[src/rtl/bmc_pkg.sv]
// Shared types for the bus master cycle controller.
// Assumes a 3-bit exception code that has already been inverted to active high.
package bmc_pkg;

    typedef enum logic [2:0] {
        ST_IDLE,
        ST_ARB,
        ST_S0,
        ST_S2,
        ST_S4,
        ST_SW,
        ST_S6,
        ST_HOLD
    } bmc_state_e;

    typedef enum logic [2:0] {
        K_NONE,
        K_HALT,
        K_BERR,
        K_RETRY,
        K_RELQ
    } exc_kind_e;

    typedef enum logic [1:0] {
        RS_DONE = 2'd0,
        RS_BERR = 2'd1,
        RS_HALT = 2'd2
    } rsp_status_e;

endpackage

[src/rtl/bmc_sync.sv]
// Two-flop synchronizer for asynchronous bus inputs.
// Assumes the inputs idle high, so the flops reset to all ones.
module bmc_sync #(
    parameter int W = 4
) (
    input  logic         clk,
    input  logic         rst_n,
    input  logic [W-1:0] d,
    output logic [W-1:0] q
);
    logic [W-1:0] meta;

    // capture then re-register the asynchronous inputs
    always_ff @(posedge clk) begin
        if (!rst_n) begin
            meta <= '1;
            q    <= '1;
        end else begin
            meta <= d;
            q    <= meta;
        end
    end
endmodule

[src/rtl/bmc_exc_decode.sv]
// Classifies the synchronized, active-high exception code.
// Assumes the caller decides when each class is acted upon.
module bmc_exc_decode
    import bmc_pkg::*;
#(
    parameter int EW = 3
) (
    input  logic [EW-1:0] code,
    output exc_kind_e     outcome,
    output logic          cut_now,
    output logic          delay_only,
    output logic          soft_reset
);
    // map each code to its outcome and its timing class
    always_comb begin
        outcome    = K_NONE;
        cut_now    = 1'b0;
        delay_only = 1'b0;
        soft_reset = 1'b0;
        unique case (code)
            3'd1: outcome = K_HALT;
            3'd2: begin outcome = K_BERR;  cut_now = 1'b1; end
            3'd3: begin outcome = K_RETRY; cut_now = 1'b1; end
            3'd4: begin outcome = K_RELQ;  cut_now = 1'b1; end
            3'd5, 3'd6: begin outcome = K_BERR; delay_only = 1'b1; end
            3'd7: soft_reset = 1'b1;
            default: outcome = K_NONE;
        endcase
    end
endmodule

[src/rtl/bmc_bus_master.sv]
// Bus master cycle controller: runs one read or write transfer per request on
// an asynchronous bus, with wait states and exception-code handling.
// Assumes bus_grant is synchronous to clk and that pads are tri-stated
// outside through bus_oe and dat_oe.
module bmc_bus_master
    import bmc_pkg::*;
#(
    parameter int AW = 31,
    parameter int DW = 16,
    parameter int FW = 4,
    parameter int EW = 3,
    localparam int BW = DW / 8
) (
    input  logic          clk,
    input  logic          rst_n,
    input  logic          req_valid,
    output logic          req_ready,
    input  logic [AW-1:0] req_addr,
    input  logic [FW-1:0] req_fc,
    input  logic [BW-1:0] req_be,
    input  logic          req_wr,
    input  logic [DW-1:0] req_wdata,
    output logic          rsp_valid,
    output logic [1:0]    rsp_status,
    output logic [DW-1:0] rsp_rdata,
    output logic          bus_req,
    input  logic          bus_grant,
    output logic [AW-1:0] adr_o,
    output logic [FW-1:0] fc_o,
    output logic          rw_o,
    output logic          as_n,
    output logic [BW-1:0] ds_n,
    output logic [DW-1:0] dat_o,
    output logic          dat_oe,
    output logic          bus_oe,
    input  logic [DW-1:0] dat_i,
    input  logic          dtack_n,
    input  logic [EW-1:0] bec_n
);
    localparam int SW_W = EW + 1;

    logic [SW_W-1:0] raw_s;
    logic            dk_s;
    logic [EW-1:0]   ex_s;
    exc_kind_e       outcome;
    logic            cut_now, delay_only, soft_reset, ctl_rst;

    bmc_state_e      st;
    exc_kind_e       hk;
    logic [AW-1:0]   adr_r;
    logic [FW-1:0]   fc_r;
    logic [BW-1:0]   be_r;
    logic            wr_r;
    logic [DW-1:0]   wd_r, rd_r;
    rsp_status_e     rs_r;

    bmc_state_e      fin_st;
    logic            fin_rsp;
    rsp_status_e     fin_status;
    logic            drive, in_as, strobe_on;

    bmc_sync #(.W(SW_W)) u_sync (
        .clk   (clk),
        .rst_n (rst_n),
        .d     ({dtack_n, bec_n}),
        .q     (raw_s)
    );

    assign dk_s = ~raw_s[EW];
    assign ex_s = ~raw_s[EW-1:0];

    bmc_exc_decode #(.EW(EW)) u_dec (
        .code       (ex_s),
        .outcome    (outcome),
        .cut_now    (cut_now),
        .delay_only (delay_only),
        .soft_reset (soft_reset)
    );

    assign ctl_rst   = !rst_n || soft_reset;
    assign req_ready = (st == ST_IDLE) && (ex_s == '0);

    // where a transfer goes when it ends with the current outcome
    always_comb begin
        fin_st     = ST_HOLD;
        fin_rsp    = 1'b1;
        fin_status = RS_BERR;
        unique case (outcome)
            K_NONE:  begin fin_st = ST_IDLE; fin_status = RS_DONE; end
            K_HALT:  fin_status = RS_HALT;
            K_RETRY, K_RELQ: fin_rsp = 1'b0;
            default: fin_status = RS_BERR;
        endcase
    end

    // transfer sequencer, request latch and response register
    always_ff @(posedge clk) begin
        if (ctl_rst) begin
            st        <= ST_IDLE;
            hk        <= K_NONE;
            rsp_valid <= 1'b0;
            rs_r      <= RS_DONE;
            rd_r      <= '0;
            adr_r     <= '0;
            fc_r      <= '0;
            be_r      <= '0;
            wr_r      <= 1'b0;
            wd_r      <= '0;
        end else begin
            rsp_valid <= 1'b0;
            unique case (st)
                ST_IDLE: if (req_valid && req_ready) begin
                    adr_r <= req_addr;
                    fc_r  <= req_fc;
                    be_r  <= req_be;
                    wr_r  <= req_wr;
                    wd_r  <= req_wdata;
                    st    <= ST_ARB;
                end
                ST_ARB: if (bus_grant) st <= ST_S0;
                ST_S0:  st <= ST_S2;
                ST_S2:  st <= ST_S4;
                ST_S4:  st <= ST_SW;
                ST_SW: begin
                    if (cut_now) begin
                        st        <= fin_st;
                        hk        <= outcome;
                        rsp_valid <= fin_rsp;
                        rs_r      <= fin_status;
                    end else if (dk_s || delay_only) begin
                        st <= ST_S6;
                    end
                end
                ST_S6: begin
                    rd_r      <= dat_i;
                    st        <= fin_st;
                    hk        <= outcome;
                    rsp_valid <= fin_rsp;
                    rs_r      <= fin_status;
                end
                ST_HOLD: if (ex_s == '0) begin
                    st <= (hk == K_RETRY) ? ST_S0 :
                          (hk == K_RELQ)  ? ST_ARB : ST_IDLE;
                end
                default: st <= ST_IDLE;
            endcase
        end
    end

    // bus pin decode from the sequencer state
    always_comb begin
        drive     = (st inside {ST_S0, ST_S2, ST_S4, ST_SW, ST_S6}) ||
                    (st == ST_HOLD && hk == K_RETRY);
        in_as     = st inside {ST_S2, ST_S4, ST_SW, ST_S6};
        strobe_on = (st inside {ST_S4, ST_SW, ST_S6}) || (st == ST_S2 && !wr_r);
        bus_oe    = drive;
        dat_oe    = drive && wr_r;
        bus_req   = drive || (st == ST_ARB);
        as_n      = !in_as;
        ds_n      = strobe_on ? ~be_r : '1;
        adr_o     = adr_r;
        fc_o      = fc_r;
        rw_o      = !wr_r;
        dat_o     = wd_r;
    end

    assign rsp_status = rs_r;
    assign rsp_rdata  = rd_r;

    // data strobes only inside an address strobe
    p_ds_in_as_r2: assert property (@(posedge clk) disable iff (!rst_n)
        (ds_n != '1) |-> !as_n);

    // a response is a single-clock pulse
    p_one_rsp_r3: assert property (@(posedge clk) disable iff (!rst_n)
        rsp_valid |=> !rsp_valid);

    // no acknowledge and no exception keeps the strobes asserted
    p_wait_r4: assert property (@(posedge clk) disable iff (!rst_n)
        (st == ST_SW && !dk_s && (ex_s == '0 || ex_s == 3'd1)) |=> !as_n);

    // a released bus has every strobe high and no data drive
    p_release_r5: assert property (@(posedge clk) disable iff (!rst_n)
        !bus_oe |-> (as_n && ds_n == '1 && !dat_oe));

    // a retry hold keeps the address and the bus request
    p_retry_hold_r6: assert property (@(posedge clk) disable iff (!rst_n)
        (st == ST_HOLD && hk == K_RETRY && ex_s != 3'd7) |=> ($stable(adr_o) && bus_req));

    // no transfer starts while a code is present
    p_no_start_r9: assert property (@(posedge clk) disable iff (!rst_n)
        (st == ST_IDLE && ex_s != '0) |=> st != ST_ARB);

    // the all-low code returns the controller to idle without a response
    p_soft_rst_r12: assert property (@(posedge clk) disable iff (!rst_n)
        (ex_s == 3'd7) |=> (st == ST_IDLE && !rsp_valid && !bus_req));
endmodule

[config.mk]
export PLATFORM = sky130hd
export DESIGN_NAME = bmc_bus_master
export DESIGN_NICKNAME = d
export VERILOG_FILES = /design/src/rtl/bmc_pkg.sv /design/src/rtl/bmc_sync.sv /design/src/rtl/bmc_exc_decode.sv /design/src/rtl/bmc_bus_master.sv
export SDC_FILE = /design/constraint.sdc
export NUM_CORES = 1
export LEC_CHECK = 0
export ABC_AREA = 1
export CORE_MARGIN = 2
export CORE_UTILIZATION = 50
export CTS_CLUSTER_SIZE = 24
export DETAILED_ROUTE_END_ITERATION = 7
export DONT_BUFFER_PORTS = 1
export PLACE_DENSITY = 0.75
export SLEW_MARGIN = 20
export SYNTH_ARGS = -nofsm -noshare
export SYNTH_HDL_FRONTEND = slang
export SYNTH_HIERARCHICAL = 1
export SYNTH_SLANG_ARGS = --single-unit
[constraint.sdc]
create_clock -name clk -period 1.3 [get_ports clk]
set_input_delay 0 -clock clk [delete_from_list [all_inputs] [get_ports clk]]
set_output_delay 0 -clock clk [all_outputs]
set_load 0.02 [all_outputs]
Word-level counts from Yosys, hierarchy flattened
Index checks and enable logic that the tools add are counted.

Register bits: 87. Logic and storage cells: 88.

Multiplexer cells: 22. Reductions and logical operators: 27. Eq/ne operators: 24. Bitwise gates (word level): 3.

Operator list (number): 3-bit == test, second input constant (10); 3-bit one-hot mux with 8 select lines (1); 3-bit 2-to-1 mux (7); 3-bit by 2-bit == test with 1-bit output, second input constant (6); 3-bit one-hot mux with 4 select lines (1); 3-bit by 1-bit == test with 1-bit output, second input constant (3); 3-bit logical NOT (3); 2-bit one-hot mux with 2 select lines (2); 1-bit 2-to-1 mux (6); 2-bit 2-to-1 mux (3); 2-bit != test, second input constant (3); 3-bit one-hot mux with 2 select lines (1); 3-bit OR reduction (2); 1-bit logical AND (5); 1-bit logical OR (5); 5-bit nonzero test (1); 2-bit AND reduction (2); 4-bit AND reduction (1); 4-bit nonzero test (1); 2-bit OR reduction (2); 1-bit logical NOT (3); 3-bit != test, second input constant (1); 3-bit inverter (1); 3-bit nonzero test (1); other kinds (5) (5).

Depth between registers and ports, before layout
Depth after elaboration: 9. Depth in mapped cells: 14.

Cells and area by module
Netlist, hierarchy kept.

By module, submodules not included: bmc_bus_master (seq. area each 1581.5 µm², area each 3047.9 µm², cells an instance 409, instances 1); bmc_sync (seq. area each 160.2 µm², area each 225.2 µm², cells an instance 25, instances 1); bmc_exc_decode (seq. area each 0.0 µm², area each 67.6 µm², cells an instance 17, instances 1).

Worst setup path before layout
Ideal clock, no wire load.

Path kind: register to register. Start point: reg st[1]. End point: reg adr_r[0] (netlist: adr_o[0]). Path buffers: 3. Arrival: 1.230 ns. Cell stages (with the launch flop): 10. Setup time: 0.113 ns. Required time: 1.187 ns. Setup slack: -0.043 ns. Cells stage by stage: dfxtp_1 buf_6 clkinv_2 nand3_2 nor2_4 nand2_4 buf_6 buf_6 o21ai_1 nor2_1.

Cells in the longest elaborated chain, start to end: 4.

RTL lines: start, declared (line bmc_bus_master.sv:48) `bmc_state_e st;`; start signal, assigned (line bmc_bus_master.sv:126) `st <= fin_st;`; start signal, assigned (line bmc_bus_master.sv:136) `st <= fin_st;`; start signal, assigned (line bmc_bus_master.sv:142) `st <= (hk == K_RETRY) ? ST_S0 :`; 3-bit logical NOT (line bmc_bus_master.sv:81) `assign req_ready = (st == ST_IDLE) && (ex_s == '0);`; 1-bit logical AND (line bmc_bus_master.sv:81); net req_ready (line bmc_bus_master.sv:17) `output logic req_ready,`; 1-bit logical AND (line bmc_bus_master.sv:112) `ST_IDLE: if (req_valid && req_ready) begin`; 2-bit AND reduction (no source line); end signal, assigned (line bmc_bus_master.sv:113) `adr_r <= req_addr;`; end, declared (line bmc_bus_master.sv:50) `logic [AW-1:0] adr_r;`.

The timed path passes the listed nets, and every way through them passes these cells. A chain may end at the register's enable or synchronous reset.

Worst setup path after layout
Start point: reg u_sync.q[1]. End point: reg st[2].

Elaborated cells between the ends (all ways): 28. Those cells by class: eq/ne (10); mux (7); bitwise (1); reduce/logical (10).

RTL lines: start, declared (line bmc_sync.sv:9) `output logic [W-1:0] q`; start signal, assigned (line bmc_sync.sv:20) `q <= meta;`; 3-bit inverter (line bmc_bus_master.sv:70) `assign ex_s = ~raw_s[EW-1:0];`; net ex_s[1] (line bmc_bus_master.sv:44) `logic [EW-1:0] ex_s;`; 3-bit == test (line bmc_exc_decode.sv:20) `unique case (code)`; 1-bit 2-to-1 mux (line bmc_exc_decode.sv:20); net soft_reset (line bmc_bus_master.sv:46) `logic cut_now, delay_only, soft_reset, ctl_rst;`; 1-bit logical OR (line bmc_bus_master.sv:80) `assign ctl_rst = !rst_n || soft_reset;`.

The timed path passes the listed nets, and every way through them passes these cells.

==> impl_results.md <==
- R2R setup slack: -0.53 ns
- Post-synthesis sequential area ratio: 52.13%
- Unrepaired setup endpoints after global routing: true
- Leak: 2.477 nW
- Root buffer cell: clkbuf_8
- CTS clk-pin slew, worst paths: 0.12 ns
- Critical path startpoint category: register
- Largest net degree at the start of global routing: 29
- Post-layout nets: 663
- # IOs: 156
- Hold-critical path depth: 4
- Clock sink count: 87
- # rows: 29
- Worst skew pair latency: 0.38 ns
- Area contributors post-synth: dfxtp_1 (52%), nor2_1 (14%), nand2_1 (8.4%)
- Post-Synth Adder-Cell Area: 0%
- Slew HR: 72.76%
- Post-synthesis area per instance: 7.407 µm²
- Worst reg-to-reg path cell count: 10
- Post-Synth Simple-Gate Area: 26.59%
- Die area: 0.007351 mm²
- Fin Setup TNS: -16.97 ns
- Most frequent cells after synthesis: nor2_1 (128), dfxtp_1 (87), nand2_1 (75)
- Core area: 0.006422 mm²
- Ys Warns: 6
- Post-layout min period: 1.828 ns
- Port-buffer cells: 0
- Hold path startpoint: rst_n
- Number of distinct library cells after synthesis: 22
- Post-synth top area cell: dfxtp_1
- Routability Congestion: 0.8914
- Via count: 4278
- Primary FF master, synth: dfxtp_1
- Antenna Nets Post-Route: 0
- Die height: 85.74 µm
- Chip width: 85.74 µm
- Share of layout cells above drive strength 1: 42.03%
- Gr usage total: 30.93%
- Initial antenna violation count: 1
- Max Cap Viol: 0
- Synth Area in Compound Gates: 12.81%
- Routed WL per cell: 26.05 µm
- Vias per std cell: 6.404
- Post-synth EDFFs: 0
- Final setup fails: 86
- Post-synth ARST share: 0%
- Clock skew: 0.02694 ns
- First-pass GRT wire length: 17620 µm
- Worst Path Max Fanout: 4
- Initial Util: 52.02%
- Arrival time at the worst endpoint: 2.06 ns
- FF-to-FF Start: u_sync/q[1]
- Status: finished, violations left
- GR Overflow Total: 0
- Synth Area in XOR/XNOR: 0%
- Final Hold Fails: 0
- CTS buffer count: 9
- Setup slack after layout: -0.5277 ns
- DP HPWL: 5482 µm
- Peak VDD IR: 1.930 mV
- Max-slew violation count: 0
- Final Cycle Share: 140.6%
- Vias in the first global route: 3728
- Most common cell in the netlist: nor2_1
- Mapped Nets: 529
- CTS tree: built
- Post-synthesis cell count: 451
- Synth Register Bits: 87
- Min-Delay Endpoint: adr_o[2]
- Area growth syn-to-layout: 81.35%
- Final WL: 17400 µm
- H-tree depth: 3
- # DRC: 9
- Failing checks: DRC, setup timing
- Tightest Hold Check Type: in2reg
- First DRT Iteration DRCs: 338
- Setup CP Type: reg2reg
- R2r endpoint: st[2]
- Worst-Margin Slew: 0.4080 ns
- Multiplexer share of the synthesized area: 0%
- Fmax: 0.5471 GHz
- Pwr Total: 12.42 mW
- Critical Path RT: 1.54 ns
- WHS: 0.04183 ns
- Crit. End Element: register
- Syn Std Cell Area: 0.003341 mm²
- Largest family of logic cells by synthesized area: simple AND/OR/NAND/NOR gates
- Power Density: 2050 mW/mm²
- Initial DRT Pass Iterations: 8
- Longest Clk Path Bufs: 2
- Synth top area share: 52.13%
==> worst max-delay path by stage <==
stage                startpoint  endpoint  depth (start not counted)
floorplan                 st[1]  adr_o[0]                          9
global placement    u_sync/q[1]     st[0]                         15
detailed placement  u_sync/q[1]     st[1]                          7
CTS                       st[1]    dat_oe                          6
global route        u_sync/q[2]     st[2]                          9
finish              u_sync/q[1]     st[2]                         10
==> metrics by stage <==
stage | std cells | area (µm²) | setup WS, ns | util, %
after floorplan | 451 | 3354 | -0.04270 | -
after global placement | 529 | 3541 | -0.1728 | 55.13
after detailed placement | 529 | 3541 | -0.2381 | 55.13
after CTS | 649 | 5091 | -0.1302 | 79.27
after global routing | 668 | 6058 | -0.6088 | 94.33
final | 668 | 6058 | -0.5277 | 94.33
==> metal layers <==
| metal | wire length (µm) | GRT usage [%] | up-vias |
|---|---|---|---|
| met2 | 8539 | 55.89 | 416 |
| met5 | 0 | 0 | - |
| met4 | 1654 | 14.57 | 0 |
| met1 | 5382 | 31.88 | 2004 |
| met3 | 1828 | 10.78 | 159 |
| li1 | - | - | 1699 |
==> worst max-delay path: stages (launching register included) <==
cell	delay, ns
dfxtp_2	0.35
inv_4	0.08
nand2_2	0.09
nor2_4	0.21
nor2_4	0.07
nor2_4	0.15
nand2_1	0.11
nand2_1	0.11
nand3_1	0.15
o21bai_1	0.30
nor2_1	0.09
==> final cells by class <==
type	instances	area [µm²]
Timing Repair Buffer	144	1725
Sequential cell	87	1754
Antenna cell	1	2.502
Tap cell	77	96.34
Inverter	33	168.9
Clock buffer	10	127.6
Clock inverter	6	68.82
Multi-Input combinational cell	310	2115
Fill cell	166	364.1
==> kinds of logic after synthesis <==
kind of cell,after synthesis
and+or+nand+nor,223
AOI/OAI and AO/OA,85
DFF,87
buffers and inverters,56
==> registers in the layout, summed over array words and instances (netlist names), 3 cells and up <==
register,count
fc_o,4
adr_o,31
rsp_rdata,16
u_sync/meta,4
hk,3
dat_o,16
st,3
u_sync/q,4
==> power by group <==
group          internal (mW)  switching [mW]  total (mW)
clock                  0.905            1.09        1.99
combinational           2.59            3.25        5.85
sequential              3.25            1.33        4.58
==> cell usage in the layout, fill, tap and decap left out, types with 2 or more instances in the layout <==
cell type      count
nor2_2            27
o21ai_4            2
nor2_4            54
nand3_1            7
clkbuf_8           9
dfxtp_1           81
clkbuf_16          5
inv_1             20
inv_6              3
nand2_2            5
buf_6             15
o21ai_2           25
nand4_1            2
inv_4              4
clkinv_8           2
dlygate4sd3_1     76
nand2_1           60
dfxtp_2            4
o21ai_1           28
clkinv_4           2
buf_12            14
buf_8              2
a21oi_2           14
buf_4             26
inv_2              5
nand3_2            3
dfxtp_4            2
o21ai_0            3
nand3_4            4
buf_16             6
nand2_4           11
a21oi_1           12
nor2_1            50
==> timing repair <==
| item | in CTS | in global routing |
|---|---|---|
| pin swaps | 27 | 66 |
| endpoints found under the setup margin | 81 | 86 |
| hold buffers | 76 | 0 |
| endpoints found under the hold margin | 78 | 0 |
| resized for setup | 75 | 217 |
| buffers inserted | 19 | 17 |
| cloned | 9 | 7 |
No activity file was read; power rests on OpenSTA's default activity.
